--- config.mk ---
export PLATFORM = sky130hd
export DESIGN_NAME = exc_gate
export DESIGN_NICKNAME = d
export VERILOG_FILES = /design/src/rtl/exc_gate_pkg.sv /design/src/rtl/exc_class_trk.sv /design/src/rtl/exc_pend.sv /design/src/rtl/exc_sel.sv /design/src/rtl/exc_gate.sv
export SDC_FILE = /design/constraint.sdc
export NUM_CORES = 1
export LEC_CHECK = 0
export ABC_AREA = 1
export ABC_CLOCK_PERIOD_IN_PS = 1800
export BUFFER_PORTS_ARGS = -buffer_cell sky130_fd_sc_hd__buf_2
export CAP_MARGIN = 20
export CELL_PAD_IN_SITES_DETAIL_PLACEMENT = 2
export CELL_PAD_IN_SITES_GLOBAL_PLACEMENT = 2
export CORE_ASPECT_RATIO = 1.2
export CORE_MARGIN = 2
export CORE_UTILIZATION = 25
export DETAILED_ROUTE_END_ITERATION = 12
export PLACE_DENSITY_LB_ADDON = 0.25
export SLEW_MARGIN = 15
export SYNTH_ARGS = -nofsm -noshare
export SYNTH_HDL_FRONTEND = slang
export SYNTH_SLANG_ARGS = --single-unit
--- constraint.sdc ---
create_clock -name clk -period 1.8 [get_ports clk]
set_input_delay 0.18 -clock clk [delete_from_list [all_inputs] [get_ports clk]]
set_output_delay 0.18 -clock clk [all_outputs]
set_load 0.02 [all_outputs]
--- src/rtl/exc_gate_pkg.sv ---
package exc_gate_pkg;
  typedef enum logic [2:0] {
    CAUSE_NONE    = 3'd0,
    CAUSE_ILLEGAL = 3'd1,
    CAUSE_ILLSLOT = 3'd2,
    CAUSE_ADDRERR = 3'd3,
    CAUSE_IRQ     = 3'd4
  } cause_e;
endpackage

--- src/rtl/exc_class_trk.sv ---
module exc_class_trk #(
  parameter int PC_W = 32
) (
  input  logic            clk,
  input  logic            rst,
  input  logic            adv,
  input  logic            taken,
  input  logic            is_dbranch,
  input  logic            is_intdis,
  input  logic [PC_W-1:0] target_in,
  output logic            in_slot,
  output logic            after_dis,
  output logic [PC_W-1:0] slot_target
);
  always_ff @(posedge clk) begin
    if (rst) begin
      in_slot     <= 1'b0;
      after_dis   <= 1'b0;
      slot_target <= '0;
    end else if (adv) begin
      in_slot   <= is_dbranch & ~taken;
      after_dis <= is_intdis & ~taken;
      if (is_dbranch && !taken) slot_target <= target_in;
    end
  end
endmodule

--- src/rtl/exc_pend.sv ---
module exc_pend (
  input  logic clk,
  input  logic rst,
  input  logic en,
  input  logic event_in,
  input  logic clr,
  output logic pend_any
);
  logic held;

  assign pend_any = held | event_in;

  always_ff @(posedge clk) begin
    if (rst)             held <= 1'b0;
    else if (en) begin
      if (clr)           held <= 1'b0;
      else if (event_in) held <= 1'b1;
    end
  end
endmodule

--- src/rtl/exc_sel.sv ---
module exc_sel
  import exc_gate_pkg::*;
#(
  parameter int PC_W = 32
) (
  input  logic            valid,
  input  logic            in_slot,
  input  logic            after_dis,
  input  logic            ae_any,
  input  logic            irq_ok,
  input  logic            undef,
  input  logic [PC_W-1:0] pc,
  input  logic [PC_W-1:0] slot_target,
  output logic            take,
  output cause_e          cause,
  output logic [PC_W-1:0] save_pc,
  output logic            ae_taken
);
  logic ae_ok, ill_ok, int_ok;

  assign ae_ok  = valid & ae_any & ~in_slot;
  assign ill_ok = valid & undef;
  assign int_ok = valid & irq_ok & ~in_slot & ~after_dis;

  always_comb begin
    take     = 1'b1;
    cause    = CAUSE_NONE;
    save_pc  = pc;
    ae_taken = 1'b0;
    if (ae_ok) begin
      cause    = CAUSE_ADDRERR;
      ae_taken = 1'b1;
    end else if (ill_ok) begin
      if (in_slot) begin
        cause   = CAUSE_ILLSLOT;
        save_pc = slot_target;
      end else begin
        cause = CAUSE_ILLEGAL;
      end
    end else if (int_ok) begin
      cause = CAUSE_IRQ;
    end else begin
      take    = 1'b0;
      save_pc = '0;
    end
  end
endmodule

--- src/rtl/exc_gate.sv ---
module exc_gate
  import exc_gate_pkg::*;
#(
  parameter int PC_W  = 32,
  parameter int LVL_W = 4
) (
  input  logic             clk,
  input  logic             rst,
  input  logic             stall,
  input  logic             dec_valid,
  input  logic             dec_is_dbranch,
  input  logic             dec_is_intdis,
  input  logic             dec_undef,
  input  logic [PC_W-1:0]  dec_pc,
  input  logic [PC_W-1:0]  br_target,
  input  logic             addr_err,
  input  logic [LVL_W-1:0] irq_level,
  input  logic [LVL_W-1:0] irq_mask,
  output logic             exc_take,
  output logic [2:0]       exc_cause,
  output logic [PC_W-1:0]  exc_pc
);
  logic            adv;
  logic            slot_q, dis_q;
  logic [PC_W-1:0] tgt_q;
  logic            ae_any, ae_taken;
  logic            irq_ok;
  logic            take_now;
  cause_e          cause_now;
  logic [PC_W-1:0] pc_now;

  assign adv    = dec_valid & ~stall;
  assign irq_ok = irq_level > irq_mask;

  exc_class_trk #(.PC_W(PC_W)) u_trk (
    .clk(clk), .rst(rst), .adv(adv), .taken(take_now),
    .is_dbranch(dec_is_dbranch), .is_intdis(dec_is_intdis),
    .target_in(br_target), .in_slot(slot_q), .after_dis(dis_q),
    .slot_target(tgt_q)
  );

  exc_pend u_ae (
    .clk(clk), .rst(rst), .en(~stall), .event_in(addr_err),
    .clr(ae_taken), .pend_any(ae_any)
  );

  exc_sel #(.PC_W(PC_W)) u_sel (
    .valid(adv), .in_slot(slot_q), .after_dis(dis_q), .ae_any(ae_any),
    .irq_ok(irq_ok), .undef(dec_undef), .pc(dec_pc), .slot_target(tgt_q),
    .take(take_now), .cause(cause_now), .save_pc(pc_now), .ae_taken(ae_taken)
  );

  always_ff @(posedge clk) begin
    if (rst) begin
      exc_take  <= 1'b0;
      exc_cause <= CAUSE_NONE;
      exc_pc    <= '0;
    end else begin
      exc_take  <= take_now;
      exc_cause <= cause_now;
      exc_pc    <= pc_now;
    end
  end
endmodule

; ---- After elaboration in Yosys (flattened, before gate mapping)
; Cells that the tools add are included.
[op_classes]
mux = 14
bitwise = 14
reduce_logical = 6
div = 0
shifts = 0
multipliers = 0
add_sub_neg = 0
n_eq_ne = 0
n_lt_le_gt_ge = 1
[op_table]
columns = op, n
row1 = $mux W32, 4
row2 = $and A1 B1 Y1, 9
row3 = $mux W1, 6
row4 = $mux W3, 2
row5 = $gt A4 B4 Y1, 1
row6 = $mux W2, 2
row7 = $not A1 Y1, 4
row8 = $reduce_and A2 Y1, 2
row9 = $reduce_bool A2 Y1, 1
row10 = $reduce_or A2 Y1, 1
row11 = $logic_and A1 B1 Y1, 1
row12 = $logic_not A1 Y1, 1
row13 = $or A1 B1 Y1, 1
[totals]
register_bits = 71
rom_bits = 0
input_bits = 80
memories = 0
latch_bits = 0
elab_cells = 43
ramBits = 0
out_inout_bits = 36

; ---- Logic depth before layout (Yosys ltp)
[depth]
ltp_word = 11
depth_mapped = 14
depth_no_buf = 12

; ---- By module
; Synthesis repeated with hierarchy kept, for this count alone.
[unflattened]
hier_cells = 484
hier_area_um2 = 3203.1
[by_module_without_submodules]
columns = module, area_each_um2, cells_each, instances, seq_area_each_um2
row1 = exc_class_trk, 1415.1, 213, 1, 680.7
row2 = exc_gate, 1161.1, 134, 1, 720.7
row3 = exc_sel, 580.6, 130, 1, 0.0
row4 = exc_pend, 46.3, 7, 1, 20.0

; ---- Least setup slack after synthesis
; No wires, ideal clock.
[synth_path]
path_type = input-to-reg
from = input irq_mask[3]
to = register u_trk.slot_target[10]
stages = 12
n_path_buf = 2
slack_ps = 373
t_arrival_ps = 1314
path_cell_list = inv_1 -> ha_1 -> nand2_1 -> inv_1 -> nand2_1 -> nand2_1 -> nand2_1 -> nand3_2 -> buf_6 -> buf_6 -> nor2_1 -> nor2_1
[synth_via]
elab_chain_cells = 10
[synth_lines]
columns = item, line_no
row1 = "start, declared", exc_gate.sv:18  ; input logic [LVL_W-1:0] irq_mask,
row2 = $gt A4 B4 Y1, exc_gate.sv:33  ; assign irq_ok = irq_level > irq_mask;
row3 = $and A1 B1 Y1 (3 in series), exc_sel.sv:23  ; assign int_ok = valid & irq_ok & ~in_slot & ~after_dis;
row4 = $mux W1, exc_sel.sv:40  ; end else if (int_ok) begin
row5 = $mux W1, exc_sel.sv:33  ; end else if (ill_ok) begin
row6 = $mux W1, exc_sel.sv:30  ; if (ae_ok) begin
row7 = $logic_not A1 Y1, exc_class_trk.sv:23  ; if (is_dbranch && !taken) slot_target <= target_in;
row8 = $logic_and A1 B1 Y1, exc_class_trk.sv:23
row9 = $reduce_and A2 Y1 (no source line), --
row10 = "end signal, assigned", exc_class_trk.sv:23
row11 = "end, declared", exc_class_trk.sv:13  ; output logic [PC_W-1:0] slot_target
; Every way passes these cells.
; A chain may end at the register's enable or synchronous reset.

; ---- Worst setup path after layout
[layout_path]
from = register u_ae.held
to = register u_trk.slot_target[13]
[layout_via]
elab_chain_cells = 7
[layout_lines]
columns = item, line_no
row1 = "start, declared", exc_pend.sv:9  ; logic held;
row2 = "start signal, assigned", exc_pend.sv:14  ; if (rst) held <= 1'b0;
row3 = "start signal, assigned", exc_pend.sv:16  ; if (clr) held <= 1'b0;
row4 = "start signal, assigned", exc_pend.sv:17  ; else if (event_in) held <= 1'b1;
row5 = $or A1 B1 Y1, exc_pend.sv:11  ; assign pend_any = held | event_in;
row6 = $and A1 B1 Y1 (2 in series), exc_sel.sv:21  ; assign ae_ok = valid & ae_any & ~in_slot;
row7 = $mux W1, exc_sel.sv:30
row8 = $logic_not A1 Y1, exc_class_trk.sv:23
row9 = $logic_and A1 B1 Y1, exc_class_trk.sv:23
row10 = $reduce_and A2 Y1 (no source line), --
; Every way passes these cells.

==> metrics.md <==
| Metric | Value |
|---|---|
| Seq cells post-synth | `slightly above 70` |
| FFs w/ async S/R, synth | `0` |
| Clock Sink Count | `between 70 and 80` |
| Antenna violations before repair | `0` |
| Post-DP HPWL | `between 6 and 7 mm` |
| Status | `completed` |
| Hold WC Path Type | `input pin to flop` |
| Hold wc startpoint | `br_target[5]` |
| Total global-route track usage | `0.1453` |
| Final GP Congestion | `approximately 0.7` |
| Synth unique cells | `20` |
| CTS H-tree lvls | `3` |
| Share of layout cells above drive strength 1 | `0.2824` |
| Net count, final | `600` |
| Most common cell in the netlist | `nand2_1` |
| Hold buffer count at CTS | `0` |
| Vias in the first global route | `around 3000` |
| Req. time, crit path | `between 2000 and 2500 ps` |
| # resized after CTS | `0` |
| Worst setup skew after layout | `around 5.1 ps` |
| Slew headroom | `0.7768` |
| Die X | `around 100 µm` |
| Max-Cap Viols | `0` |
| FF-to-FF Start | `u_ae.held` |
| Number of CTS-inserted buffers | `9` |
| Max incr delay on CP | `about 310 ps` |
| Post-CTS setup buffer count | `0` |
| Power Dens Cells | `about 970 mW/mm²` |
| CP Launch Type | `flop` |
| CTS clk-pin slew, worst paths | `about 50 ps` |
| Post-synth EDFFs | `0` |
| Hold path depth | `3` |
| Grt ovf | `0` |
| WL per Instance | `between 10 and 15 µm` |
| Setup TNS | `0 ps` |
| Min Hold Slack | `around 74 ps` |
| Vias | `~2900` |
| Syn_nets | `489` |
| Hold EP | `u_trk.slot_target[5]` |
| Cell taking the most area after synthesis | `dfxtp_1` |
| Post-synthesis sequential area ratio | `0.4871` |
| Die ar. | `around 0.013 mm²` |
| Worst skew pair latency | `around 330 ps` |
| Critical Path Fanout Max | `30` |
| Top FF cell, synth | `dfxtp_1` |
| Crit Path Category | `flop to flop` |
| I/O pin cnt | `116` |
| Global-route wire length before repair | `around 14 mm` |
| Top Family by Delay on Critical Path | `simple AND/OR/NAND/NOR gates` |
| Total Power | `~3.8 mW` |
| Reg2reg path depth | `7` |
| Synth cell count leaders | `106 x nand2_1, 71 x dfxtp_1, 71 x nor2_1, 47 x inv_1, 34 x nand3_1` |
| Share of the synthesized area in the top cell type | `0.4871` |
| Worst path slowest cell | `dfxtp_1` |
| Reg2reg end | `u_trk.slot_target[13]` |
| Core ar. | `between 0.01 and 0.015 mm²` |
| Vias/cell | `around 4.2` |
| WP buf/inv | `1` |
| P&R area growth vs syn | `33.92%` |
| DRC viols | `0` |
| Max-slew violations | `0` |
| Largest net degree at the start of global routing | `45` |
| Initial core utilization | `0.2546` |
| CP cell instances | `nor2_1 -> nor2_2 -> nor2_4 -> nand3_2 -> buf_12 -> nor2_1 -> nor2_1` |
| RSZ-0062 raised after global routing | `false` |
| CP Capture Type | `flop` |
| Filler instances | `roughly 1400` |
| Mean area per synthesized cell | `7.204 µm²` |
| Worst VDD drop | `0.3260 mV` |
| Port Buffers | `between 100 and 150` |
| Pre-antenna DRT Iters | `3` |
| Routed Antenna Nets | `0` |
| Critical Path AT | `~1700 ps` |
| Synth Instances | `just over 400` |
| Synthesis Warnings | `0` |
| Worst-Margin Slew | `334.3 ps` |
| Final setup viols | `0` |
| Diodes inserted | `0` |
| Final hold violation count | `0` |
| Crit share post-route | `0.8000` |
| CTS root buf | `clkbuf_16` |
| Maximum root-to-sink buffer count | `2` |
| Leakage power | `around 2.1 nW` |
| Mapped Area | `0.002918 mm²` |
| CTS tree | `yes` |
| R2R Setup Slk | `around 360 ps` |
| Die H | `between 100 and 150 µm` |
| Max Fclk | `roughly 0.7 GHz` |
| Crit-path most repeated cell | `nor2_1` |
| Ranking of synthesized cells by area | `dfxtp_1 49%, nand2_1 14%, nor2_1 9.1%` |
| Initial detailed-routing violation count | `between 40 and 50` |
| Minimum clock period | `approximately 1400 ps` |
| Row Count | `43` |
| Final wirelength | `about 8.6 mm` |
[layer usage]
metal | share of wire | routed length, µm | GRT usage | vias to the layer above
li1 | - | - | - | 1451
met1 | 0.42 | 3654 | 0.1664 | 1336
met2 | 0.52 | 4466 | 0.2586 | 58
met3 | 0.044 | 382 | 0.03246 | 9
met4 | 0.015 | 131 | 0.05750 | 0
met5 | 0 | 0 | 0 | -
[worst max path at each step]
stage,endpoint,start,cells after the start
after floorplan,u_trk.slot_target[10],irq_mask[3],12
after CTS,u_trk.slot_target[19],u_ae.held,8
after detailed placement,exc_pc[19],irq_level[3],10
after global routing,exc_pc[19],u_trk.in_slot,7
final,u_trk.slot_target[13],u_ae.held,7
after global placement,exc_pc[28],irq_level[3],10
[cells by family (layout without fill, tap and decap cells)]
logic type,Yosys count,after routing,share of synthesized area
AOI/OAI and AO/OA,38,38,0.06604
adders and majority gates,4,4,0.01715
buffers and inverters,72,184,0.1145
DFF,71,71,0.4871
and+or+nand+nor,220,220,0.3152
[sequential cells by signal (all words and copies together) (netlist names)]
register and flops:
u_trk.slot_target 32, u_trk.after_dis 1, exc_pc 32, exc_take 1, exc_cause 3, u_trk.in_slot 1
u_ae.held 1
[worst min-delay path, cell delays in order]
cell    delay, ps
buf_2          80
nor2_1         40
nor2_1         80
[stage by stage]
stage | cell area (µm²) | setup slack (ps) | util | cells
2_1_floorplan | 2918 | 373.3 | - | 405
3_3_place_gp | 3633 | 128.9 | 0.3171 | 662
3_5_place_dp | 3633 | 86.57 | 0.3171 | 662
4_1_cts | 3908 | 329.0 | 0.3410 | 674
5_1_grt | 3908 | 153.2 | 0.3410 | 674
6_report | 3908 | 360.0 | 0.3410 | 674
[where the power goes]
group | switching, mW | internal, mW | total [mW]
Clock | 0.613 | 1.08 | 1.69
Sequential | 0.0292 | 1.65 | 1.68
Combinational | 0.255 | 0.169 | 0.424
Total | 0.897 | 2.90 | 3.79
[cell type report]
cell class / instances / area [µm²] / share of cell area
sequential: 71 / 1421 / 0.3638
multi-input combinational: 262 / 1162 / 0.2975
timing repair buffer: 122 / 665.6 / 0.1703
clock buffer: 10 / 239.0 / 0.06116
tap: 157 / 196.4 / 0.05027
inverter: 50 / 187.7 / 0.04803
clock inverter: 2 / 35.03 / 0.008966
[placed cells by master, fill, tap and decap left out, types with 2 or more instances in the layout]
cell type | netlist | layout
buf_4 | 0 | 4
nand2_1 | 106 | 106
a21oi_1 | 12 | 12
ha_1 | 4 | 4
nor2_4 | 3 | 3
clkbuf_16 | 0 | 9
o21ai_0 | 25 | 25
buf_2 | 3 | 115
dfxtp_1 | 71 | 71
nor2_1 | 71 | 71
inv_2 | 3 | 4
buf_12 | 0 | 3
nand3_1 | 34 | 34
inv_1 | 47 | 46
nand2_4 | 2 | 2
Note: power is estimated with default switching activity, not from simulation.
